### config.mk
export PLATFORM = sky130hd
export DESIGN_NAME = rtd_spi_regs
export DESIGN_NICKNAME = d
export VERILOG_FILES = /design/src/rtl/rtd_spi_pkg.sv /design/src/rtl/rtd_limit_cmp.sv /design/src/rtl/rtd_spi_shifter.sv /design/src/rtl/rtd_reg_bank.sv /design/src/rtl/rtd_spi_regs.sv
export SDC_FILE = /design/constraint.sdc
export NUM_CORES = 1
export LEC_CHECK = 0
export ABC_AREA = 1
export BUFFER_PORTS_ARGS = -buffer_cell sky130_fd_sc_hd__buf_4
export CORE_MARGIN = 2
export CORE_UTILIZATION = 43
export CTS_CLUSTER_DIAMETER = 80
export CTS_CLUSTER_SIZE = 28
export DETAILED_ROUTE_END_ITERATION = 8
export PLACE_DENSITY = 0.68
export RECOVER_POWER = 25
export SLEW_MARGIN = 40
export SYNTH_ARGS = -nofsm -noshare
export SYNTH_HDL_FRONTEND = slang
export SYNTH_HIERARCHICAL = 1
export SYNTH_SLANG_ARGS = --single-unit
export TNS_END_PERCENT = 1
### constraint.sdc
create_clock -name clk -period 1.8 [get_ports clk]
set_input_delay 0.18 -clock clk [delete_from_list [all_inputs] [get_ports clk]]
set_output_delay 0.18 -clock clk [all_outputs]
set_load 0.05 [all_outputs]
### src/rtl/rtd_spi_pkg.sv
`timescale 1ns/1ps
package rtd_spi_pkg;
    localparam int BYTE_W = 8;
    localparam int CODE_W = 15;
    localparam int WORD_W = CODE_W + 1;
    localparam int IDX_W  = 3;
    localparam int FDET_W = 4;

    // control byte bit positions
    localparam int CB_BIAS    = 7;
    localparam int CB_AUTO    = 6;
    localparam int CB_ONESHOT = 5;
    localparam int CB_WIRE3   = 4;
    localparam int CB_FDET_HI = 3;
    localparam int CB_FDET_LO = 2;
    localparam int CB_CLR     = 1;
    localparam int CB_MAINS50 = 0;

    // fault byte bit positions
    localparam int FB_ABOVE  = 7;
    localparam int FB_BELOW  = 6;
    localparam int FB_DET_HI = 5;
    localparam int FB_DET_LO = FB_DET_HI - FDET_W + 1;

    typedef enum logic [IDX_W-1:0] {
        IDX_CTRL   = 3'd0,
        IDX_RES_HI = 3'd1,
        IDX_RES_LO = 3'd2,
        IDX_UPR_HI = 3'd3,
        IDX_UPR_LO = 3'd4,
        IDX_LWR_HI = 3'd5,
        IDX_LWR_LO = 3'd6,
        IDX_FAULT  = 3'd7
    } reg_idx_e;

    typedef struct packed {
        logic [BYTE_W-1:0] ctrl;
        logic [WORD_W-1:0] res;
        logic [WORD_W-1:0] upr;
        logic [WORD_W-1:0] lwr;
        logic [BYTE_W-1:0] flt;
    } regs_t;
endpackage

### src/rtl/rtd_limit_cmp.sv
`timescale 1ns/1ps
module rtd_limit_cmp
    import rtd_spi_pkg::*;
(
    input  logic [CODE_W-1:0] code,
    input  logic [WORD_W-1:0] upr,
    input  logic [WORD_W-1:0] lwr,
    output logic              above,
    output logic              below
);
    // limits are left-justified like the result: bit 0 carries no magnitude
    logic unused_lsbs;
    assign unused_lsbs = upr[0] ^ lwr[0];

    always_comb begin
        above = code > upr[WORD_W-1:1];
        below = code < lwr[WORD_W-1:1];
    end
endmodule

### src/rtl/rtd_spi_shifter.sv
`timescale 1ns/1ps
module rtd_spi_shifter #(
    parameter int BW          = 8,
    parameter int SYNC_STAGES = 2
) (
    input  logic          clk,
    input  logic          rst_n,
    input  logic          sck,
    input  logic          cs_n,
    input  logic          mosi,
    input  logic [BW-1:0] tx_byte,
    output logic          miso,
    output logic          cs_act,
    output logic          rx_valid,
    output logic [BW-1:0] rx_byte
);
    localparam int CW = (BW > 1) ? $clog2(BW) : 1;

    typedef struct packed {
        logic          sck_prev;
        logic [CW-1:0] cnt;
        logic [BW-1:0] rx_sh;
        logic [BW-1:0] tx_sh;
        logic          vld;
        logic [BW-1:0] rxb;
    } sh_t;

    logic [SYNC_STAGES-1:0] sck_sync, cs_sync, mosi_sync;
    sh_t sh_d, sh_q;
    logic sck_s, mosi_s, rise, fall;
    logic unused_msb;

    always_ff @(posedge clk or negedge rst_n) begin
        if (!rst_n) begin
            sck_sync  <= '0;
            cs_sync   <= '1;
            mosi_sync <= '0;
        end else begin
            sck_sync  <= {sck_sync[SYNC_STAGES-2:0], sck};
            cs_sync   <= {cs_sync[SYNC_STAGES-2:0], cs_n};
            mosi_sync <= {mosi_sync[SYNC_STAGES-2:0], mosi};
        end
    end

    assign sck_s      = sck_sync[SYNC_STAGES-1];
    assign mosi_s     = mosi_sync[SYNC_STAGES-1];
    assign cs_act     = !cs_sync[SYNC_STAGES-1];
    assign rise       = sck_s && !sh_q.sck_prev;
    assign fall       = !sck_s && sh_q.sck_prev;
    assign unused_msb = sh_q.rx_sh[BW-1];

    always_comb begin
        sh_d          = sh_q;
        sh_d.vld      = 1'b0;
        sh_d.sck_prev = sck_s;
        if (!cs_act) begin
            sh_d.cnt   = '0;
            sh_d.tx_sh = '0;
        end else begin
            if (rise) begin
                if (sh_q.cnt == '0) sh_d.tx_sh = tx_byte;
                else                sh_d.tx_sh = {sh_q.tx_sh[BW-2:0], 1'b0};
            end
            if (fall) begin
                sh_d.rx_sh = {sh_q.rx_sh[BW-2:0], mosi_s};
                if (sh_q.cnt == CW'(BW - 1)) begin
                    sh_d.cnt = '0;
                    sh_d.vld = 1'b1;
                    sh_d.rxb = {sh_q.rx_sh[BW-2:0], mosi_s};
                end else begin
                    sh_d.cnt = sh_q.cnt + 1'b1;
                end
            end
        end
    end

    always_ff @(posedge clk or negedge rst_n) begin
        if (!rst_n) sh_q <= '0;
        else        sh_q <= sh_d;
    end

    assign miso     = sh_q.tx_sh[BW-1];
    assign rx_valid = sh_q.vld;
    assign rx_byte  = sh_q.rxb;
endmodule

### src/rtl/rtd_reg_bank.sv
`timescale 1ns/1ps
module rtd_reg_bank
    import rtd_spi_pkg::*;
(
    input  logic              clk,
    input  logic              rst_n,
    input  logic              cs_act,
    input  logic              rx_valid,
    input  logic [BYTE_W-1:0] rx_byte,
    input  logic              conv_done,
    input  logic [CODE_W-1:0] conv_code,
    input  logic              fdet_done,
    input  logic [FDET_W-1:0] fdet_flags,
    output regs_t             regs,
    output logic [IDX_W-1:0]  ptr
);
    typedef struct packed {
        regs_t            regs;
        logic [IDX_W-1:0] ptr;
        logic             addr_phase;
        logic             wr;
    } bank_t;

    localparam regs_t REGS_RST = '{ctrl: '0, res: '0, upr: '1, lwr: '0, flt: '0};
    localparam bank_t BANK_RST = '{regs: REGS_RST, ptr: '0, addr_phase: 1'b1, wr: 1'b0};

    bank_t bk_d, bk_q;
    logic [BYTE_W-1:0] flt_n;
    logic above, below, conv_ok, fdet_ok, clr;
    logic unused_addr_bits;

    assign unused_addr_bits = ^rx_byte[BYTE_W-2:IDX_W];

    rtd_limit_cmp u_cmp (
        .code  (conv_code),
        .upr   (bk_q.regs.upr),
        .lwr   (bk_q.regs.lwr),
        .above (above),
        .below (below)
    );

    always_comb begin
        bk_d    = bk_q;
        flt_n   = bk_q.regs.flt;
        clr     = 1'b0;
        conv_ok = conv_done && (bk_q.regs.ctrl[CB_AUTO] || bk_q.regs.ctrl[CB_ONESHOT]);
        fdet_ok = fdet_done && (bk_q.regs.ctrl[CB_FDET_HI:CB_FDET_LO] != 2'b00);

        if (conv_ok) begin
            bk_d.regs.res[WORD_W-1:1]    = conv_code;
            flt_n[FB_ABOVE]              = flt_n[FB_ABOVE] | above;
            flt_n[FB_BELOW]              = flt_n[FB_BELOW] | below;
            bk_d.regs.ctrl[CB_ONESHOT]   = 1'b0;
        end

        if (fdet_ok) begin
            bk_d.regs.ctrl[CB_FDET_HI:CB_FDET_LO] = 2'b00;
            flt_n[FB_DET_HI:FB_DET_LO] = flt_n[FB_DET_HI:FB_DET_LO] | fdet_flags;
        end

        if (!cs_act) begin
            bk_d.addr_phase = 1'b1;
        end else if (rx_valid) begin
            if (bk_q.addr_phase) begin
                bk_d.addr_phase = 1'b0;
                bk_d.wr         = rx_byte[BYTE_W-1];
                bk_d.ptr        = rx_byte[IDX_W-1:0];
            end else begin
                if (bk_q.wr) begin
                    case (bk_q.ptr)
                        IDX_CTRL: begin
                            bk_d.regs.ctrl         = rx_byte;
                            bk_d.regs.ctrl[CB_CLR] = 1'b0;
                            clr                    = rx_byte[CB_CLR];
                        end
                        IDX_UPR_HI: bk_d.regs.upr[WORD_W-1:BYTE_W] = rx_byte;
                        IDX_UPR_LO: bk_d.regs.upr[BYTE_W-1:0]      = rx_byte;
                        IDX_LWR_HI: bk_d.regs.lwr[WORD_W-1:BYTE_W] = rx_byte;
                        IDX_LWR_LO: bk_d.regs.lwr[BYTE_W-1:0]      = rx_byte;
                        default: ;
                    endcase
                end
                bk_d.ptr = bk_q.ptr + 1'b1;
            end
        end

        if (clr) flt_n = '0;
        bk_d.regs.flt    = flt_n;
        bk_d.regs.res[0] = |flt_n;
    end

    always_ff @(posedge clk or negedge rst_n) begin
        if (!rst_n) bk_q <= BANK_RST;
        else        bk_q <= bk_d;
    end

    assign regs = bk_q.regs;
    assign ptr  = bk_q.ptr;
endmodule

### src/rtl/rtd_spi_regs.sv
`timescale 1ns/1ps
module rtd_spi_regs
    import rtd_spi_pkg::*;
#(
    parameter int SYNC_STAGES = 2
) (
    input  logic              clk,
    input  logic              rst_n,
    input  logic              sck,
    input  logic              cs_n,
    input  logic              mosi,
    output logic              miso,
    input  logic              conv_done,
    input  logic [CODE_W-1:0] conv_code,
    input  logic              fdet_done,
    input  logic [FDET_W-1:0] fdet_flags
);
    logic              cs_act, rx_valid;
    logic [BYTE_W-1:0] rx_byte, rd_byte;
    regs_t             regs;
    logic [IDX_W-1:0]  ptr;

    rtd_spi_shifter #(.BW(BYTE_W), .SYNC_STAGES(SYNC_STAGES)) u_shift (
        .clk      (clk),
        .rst_n    (rst_n),
        .sck      (sck),
        .cs_n     (cs_n),
        .mosi     (mosi),
        .tx_byte  (rd_byte),
        .miso     (miso),
        .cs_act   (cs_act),
        .rx_valid (rx_valid),
        .rx_byte  (rx_byte)
    );

    rtd_reg_bank u_bank (
        .clk        (clk),
        .rst_n      (rst_n),
        .cs_act     (cs_act),
        .rx_valid   (rx_valid),
        .rx_byte    (rx_byte),
        .conv_done  (conv_done),
        .conv_code  (conv_code),
        .fdet_done  (fdet_done),
        .fdet_flags (fdet_flags),
        .regs       (regs),
        .ptr        (ptr)
    );

    always_comb begin
        case (ptr)
            IDX_CTRL:   rd_byte = regs.ctrl;
            IDX_RES_HI: rd_byte = regs.res[WORD_W-1:BYTE_W];
            IDX_RES_LO: rd_byte = regs.res[BYTE_W-1:0];
            IDX_UPR_HI: rd_byte = regs.upr[WORD_W-1:BYTE_W];
            IDX_UPR_LO: rd_byte = regs.upr[BYTE_W-1:0];
            IDX_LWR_HI: rd_byte = regs.lwr[WORD_W-1:BYTE_W];
            IDX_LWR_LO: rd_byte = regs.lwr[BYTE_W-1:0];
            default:    rd_byte = regs.flt;
        endcase
    end
endmodule

==> impl_results.md <==
- Setup tns final: -0.07245 ns
- Crit path from: u_bank/regs[39]
- Clock Sinks: 102
- IO buf count: 26
- Setup violators final: 1
- Final instance area: 6890 sq um
- Vias per inst: 5.068
- Vias: 4713
- Warnings from Yosys: 6
- Leakage power: 0.003302 uW
- Min Tclk post-route: 1.872 ns
- Termination of the worst setup path: u_bank/regs[40]
- # rows: 44
- Tcrit/Tclk final: 104.0%
- RSZ-0062 raised after global routing: true
- Area growth, synth to finish: 6.870%
- Clock-pin slew on the worst setup and hold paths: 0.08 ns
- Dominant cells by area after synthesis: dfrtp_1 (32%), nand2_1 (10%), buf_4 (9.5%), dfstp_2 (7.7%), ha_1 (7.2%)
- R2R setup slack: -0.07 ns
- Synthesized flop and latch total: 102
- Die Ht: 126.5 um
- Finished Layout Cells: 930
- Die ar.: 15990 sq um
- Worst slack, placed: -0.1001 ns
- Clock Skew: 0.01391 ns
- WP depth: 13
- First-pass GRT wire length: 23.31 mm
- R2r endpoint: u_bank/regs[40]
- Inst Count DP: 908
- CP Cell Sequence: inv_2 > ha_4 > buf_4 > a21oi_1 > nand2_1 > a21oi_2 > a21oi_2 > nand3_1 > nand2_1 > nand2_1 > nand2_1 > nor2_1 > nand2_1
- Synth Instances: 767
- Sequential cell area fraction in the yosys report: 39.96%
- Pwr/cell area: 738.1 nW/um^2
- Initial Utilization: 44.19%
- CTS H-tree lvls: 3
- Initial antenna violation count: 0
- Crit. End Element: flip-flop
- Layout cells sized above 1: 24.40%
- Reg2reg start: u_bank/regs[39]
- Die width: 126.5 um
- Crit path DAT: 2.12 ns
- WL final: 14.23 mm
- Layout Nets: 804
- Setup CP Type: flip-flop to flip-flop
- Syn Nets: 830
- Most common cell on crit path: nand2_1
- Clock Latency Late Sink: 0.36 ns
- Area post-placement: 6410 sq um
- Diodes inserted: 0
- Max IR drop VDD: 0.4418 mV
- Routed Antenna Nets: 0
- Synth Cell Area: 6447 sq um
- Synth area leader: dfrtp_1
- Syn_area_per_cell: 8.406 sq um
- Status: finished, violations left
- Vias in the first global route: 4533
- Final Hold Violating Endpoints: 0
- DRC: 0
- Startpoint Class: flip-flop
- Slew HR: 42.45%
- Synth cell types: 33
- Total power: 5086 uW
- Drt pass-1 iters: 6
- Violated checks: setup timing
- Final setup margin: -0.07245 ns
- Core area: 14590 sq um
- CP max FO: 2
- Max-cap violation count: 0
- Yosys top cell area share: 32.21%
- Clock buffer depth: 2
- Root buffer cell: clkbuf_16
- CTS tree: yes
- Worst path required time: 2.04 ns
- FMAX: 0.5341 GHz
- Routed len/inst: 15.30 um
- CP max-delay cell: dfstp_2
- Max-slew violations: 0
- Largest net degree at the start of global routing: 39
- Iteration-0 DRC Markers: 315
- Worst slew pin tran: 0.8633 ns
- Slowest stage delay, CP: 0.54 ns
- Top-Level Pins: 27
- Num CTS Buffers: 9
- GRT Resource Usage Total: 18.73%
- Top delay family on crit path: flip-flops
- Placer Congestion: 0.8678
- Hold Crit Class: input port to flip-flop
- HPWL Detailed: 10.19 mm
- Worst Reg-to-Reg Cells: 13
- Congestion Overflow GR: 0
- Fill cells: 1376
- Buf/Inv on CP: 2
==> cell type report <==
cell class | instances | area [sq um] | share of cell area, %
multi-input combinational | 464 | 2861 | 41.53
sequential | 102 | 2576 | 37.39
timing repair buffer | 62 | 535.5 | 7.772
inverter | 102 | 392.9 | 5.702
tap | 184 | 230.2 | 3.341
clock buffer | 9 | 225.2 | 3.269
clock inverter | 7 | 68.82 | 0.9987
==> metrics by stage <==
stage / hold slack, ns / util, %
floorplan: -0.1156 / -
global placement: 0.1715 / 43.94
detailed placement: 0.1718 / 43.94
CTS: 0.05764 / 47.26
global route: 0.05683 / 47.23
finish: 0.07121 / 47.23
==> where the power goes <==
part,internal [uW],switching [uW],leakage (uW)
Combinational,254,272,0.00188
Sequential,2490,130,0.00128
Clock,973,965,0.000142
==> cell usage after synthesis <==
master    instances
nand2_1         179
inv_1            96
dfrtp_1          83
buf_4            82
nand3_1          51
nand4_1          51
ha_1             37
nor2_1           35
o21ai_1          24
dfstp_2          19
a21oi_1          16
o21ai_2          16
mux2_2           15
buf_6            10
nand2_2          10
o21ai_0           8
buf_2             7
nand3_4           5
inv_2             3
nor2_8            3
inv_4             2
nand2_4           2
nor2_2            2
o21a_1            2
a21oi_2           1
conb_1            1
inv_6             1
nand3b_1          1
nor2_4            1
nor3_1            1
nor3_4            1
o22ai_1           1
or2_2             1
==> routing by layer <==
metal  part of all wire, %  GRT usage [%]  routed length (um)  vias to the layer above
met5                     0              0                   0                        -
met4                   2.4          5.947                 342                        0
met3                   5.3          3.922                 754                       19
met2                    47          30.14                6673                      127
met1                    45          25.40                6458                     2197
li1                      -              -                   -                     2370
==> cell usage in the layout (no fill, tap or decap), types with 2 or more instances in the layout <==
cell type      count
buf_12             5
nor2_8             3
o21ai_1           24
inv_8              2
o21ai_2           16
nor2_2             3
clkbuf_16          9
o21ai_0            8
nand2_1          175
inv_1             88
o21a_1             2
nand3_4            5
ha_4               8
clkinv_4           2
mux2_2            15
a21oi_1           13
dlygate4sd3_1      4
nor2_4             2
clkbuf_4           4
a21oi_2            4
nand2_4            4
nor2_1            33
dfrtp_1           83
ha_1              29
dfstp_2           19
nand4_1           51
inv_2             11
inv_4              2
buf_4             48
nand2_2           12
nand3_1           50
==> worst min path at each step <==
| stage | cells after the start | end | startpoint | slack, ns |
|---|---|---|---|---|
| floorplan | 0 | u_bank/bk_q[0] | rst_n | -0.12 |
| global placement | 1 | u_bank/regs[14] | rst_n | 0.17 |
| detailed placement | 1 | u_bank/regs[14] | rst_n | 0.17 |
| CTS | 2 | u_bank/regs[41] | conv_code[0] | 0.06 |
| global route | 2 | u_bank/regs[41] | conv_code[0] | 0.06 |
| finish | 2 | u_bank/regs[41] | conv_code[0] | 0.07 |
==> registers in the layout (all words and copies together), names as in the netlist <==
register,flops
u_bank/regs,63
u_shift/sh_q,18
u_shift/rx_byte,8
u_bank/ptr,3
u_bank/bk_q,2
u_shift/cs_sync,2
u_shift/mosi_sync,2
u_shift/sck_sync,2
u_shift/miso,1
u_shift/rx_valid,1
==> kinds of logic (layout without fill, tap and decap cells) <==
| kind of cell | after synthesis | after routing | synth area share (%) |
|---|---|---|---|
| AND/OR/NAND/NOR | 343 | 343 | 25.89 |
| AO/OA/AOI/OAI | 68 | 68 | 6.365 |
| other | 1 | 1 | 0.05816 |
| multiplexers | 15 | 15 | 2.620 |
| adder cells (fa/ha/maj) | 37 | 37 | 7.180 |
| buffers and inverters | 201 | 180 | 17.93 |
| flip-flops | 102 | 102 | 39.96 |
==> timing repair <==
item                                    in CTS  in global routing
hold endpoints to repair                    26                  0
endpoints found under the setup margin       2                  2
buffers inserted                             1                  1
resized for setup                           28                  1
hold buffers                                 4                  0
pin swaps                                   23                 11
(Power assumes the default switching activity.)
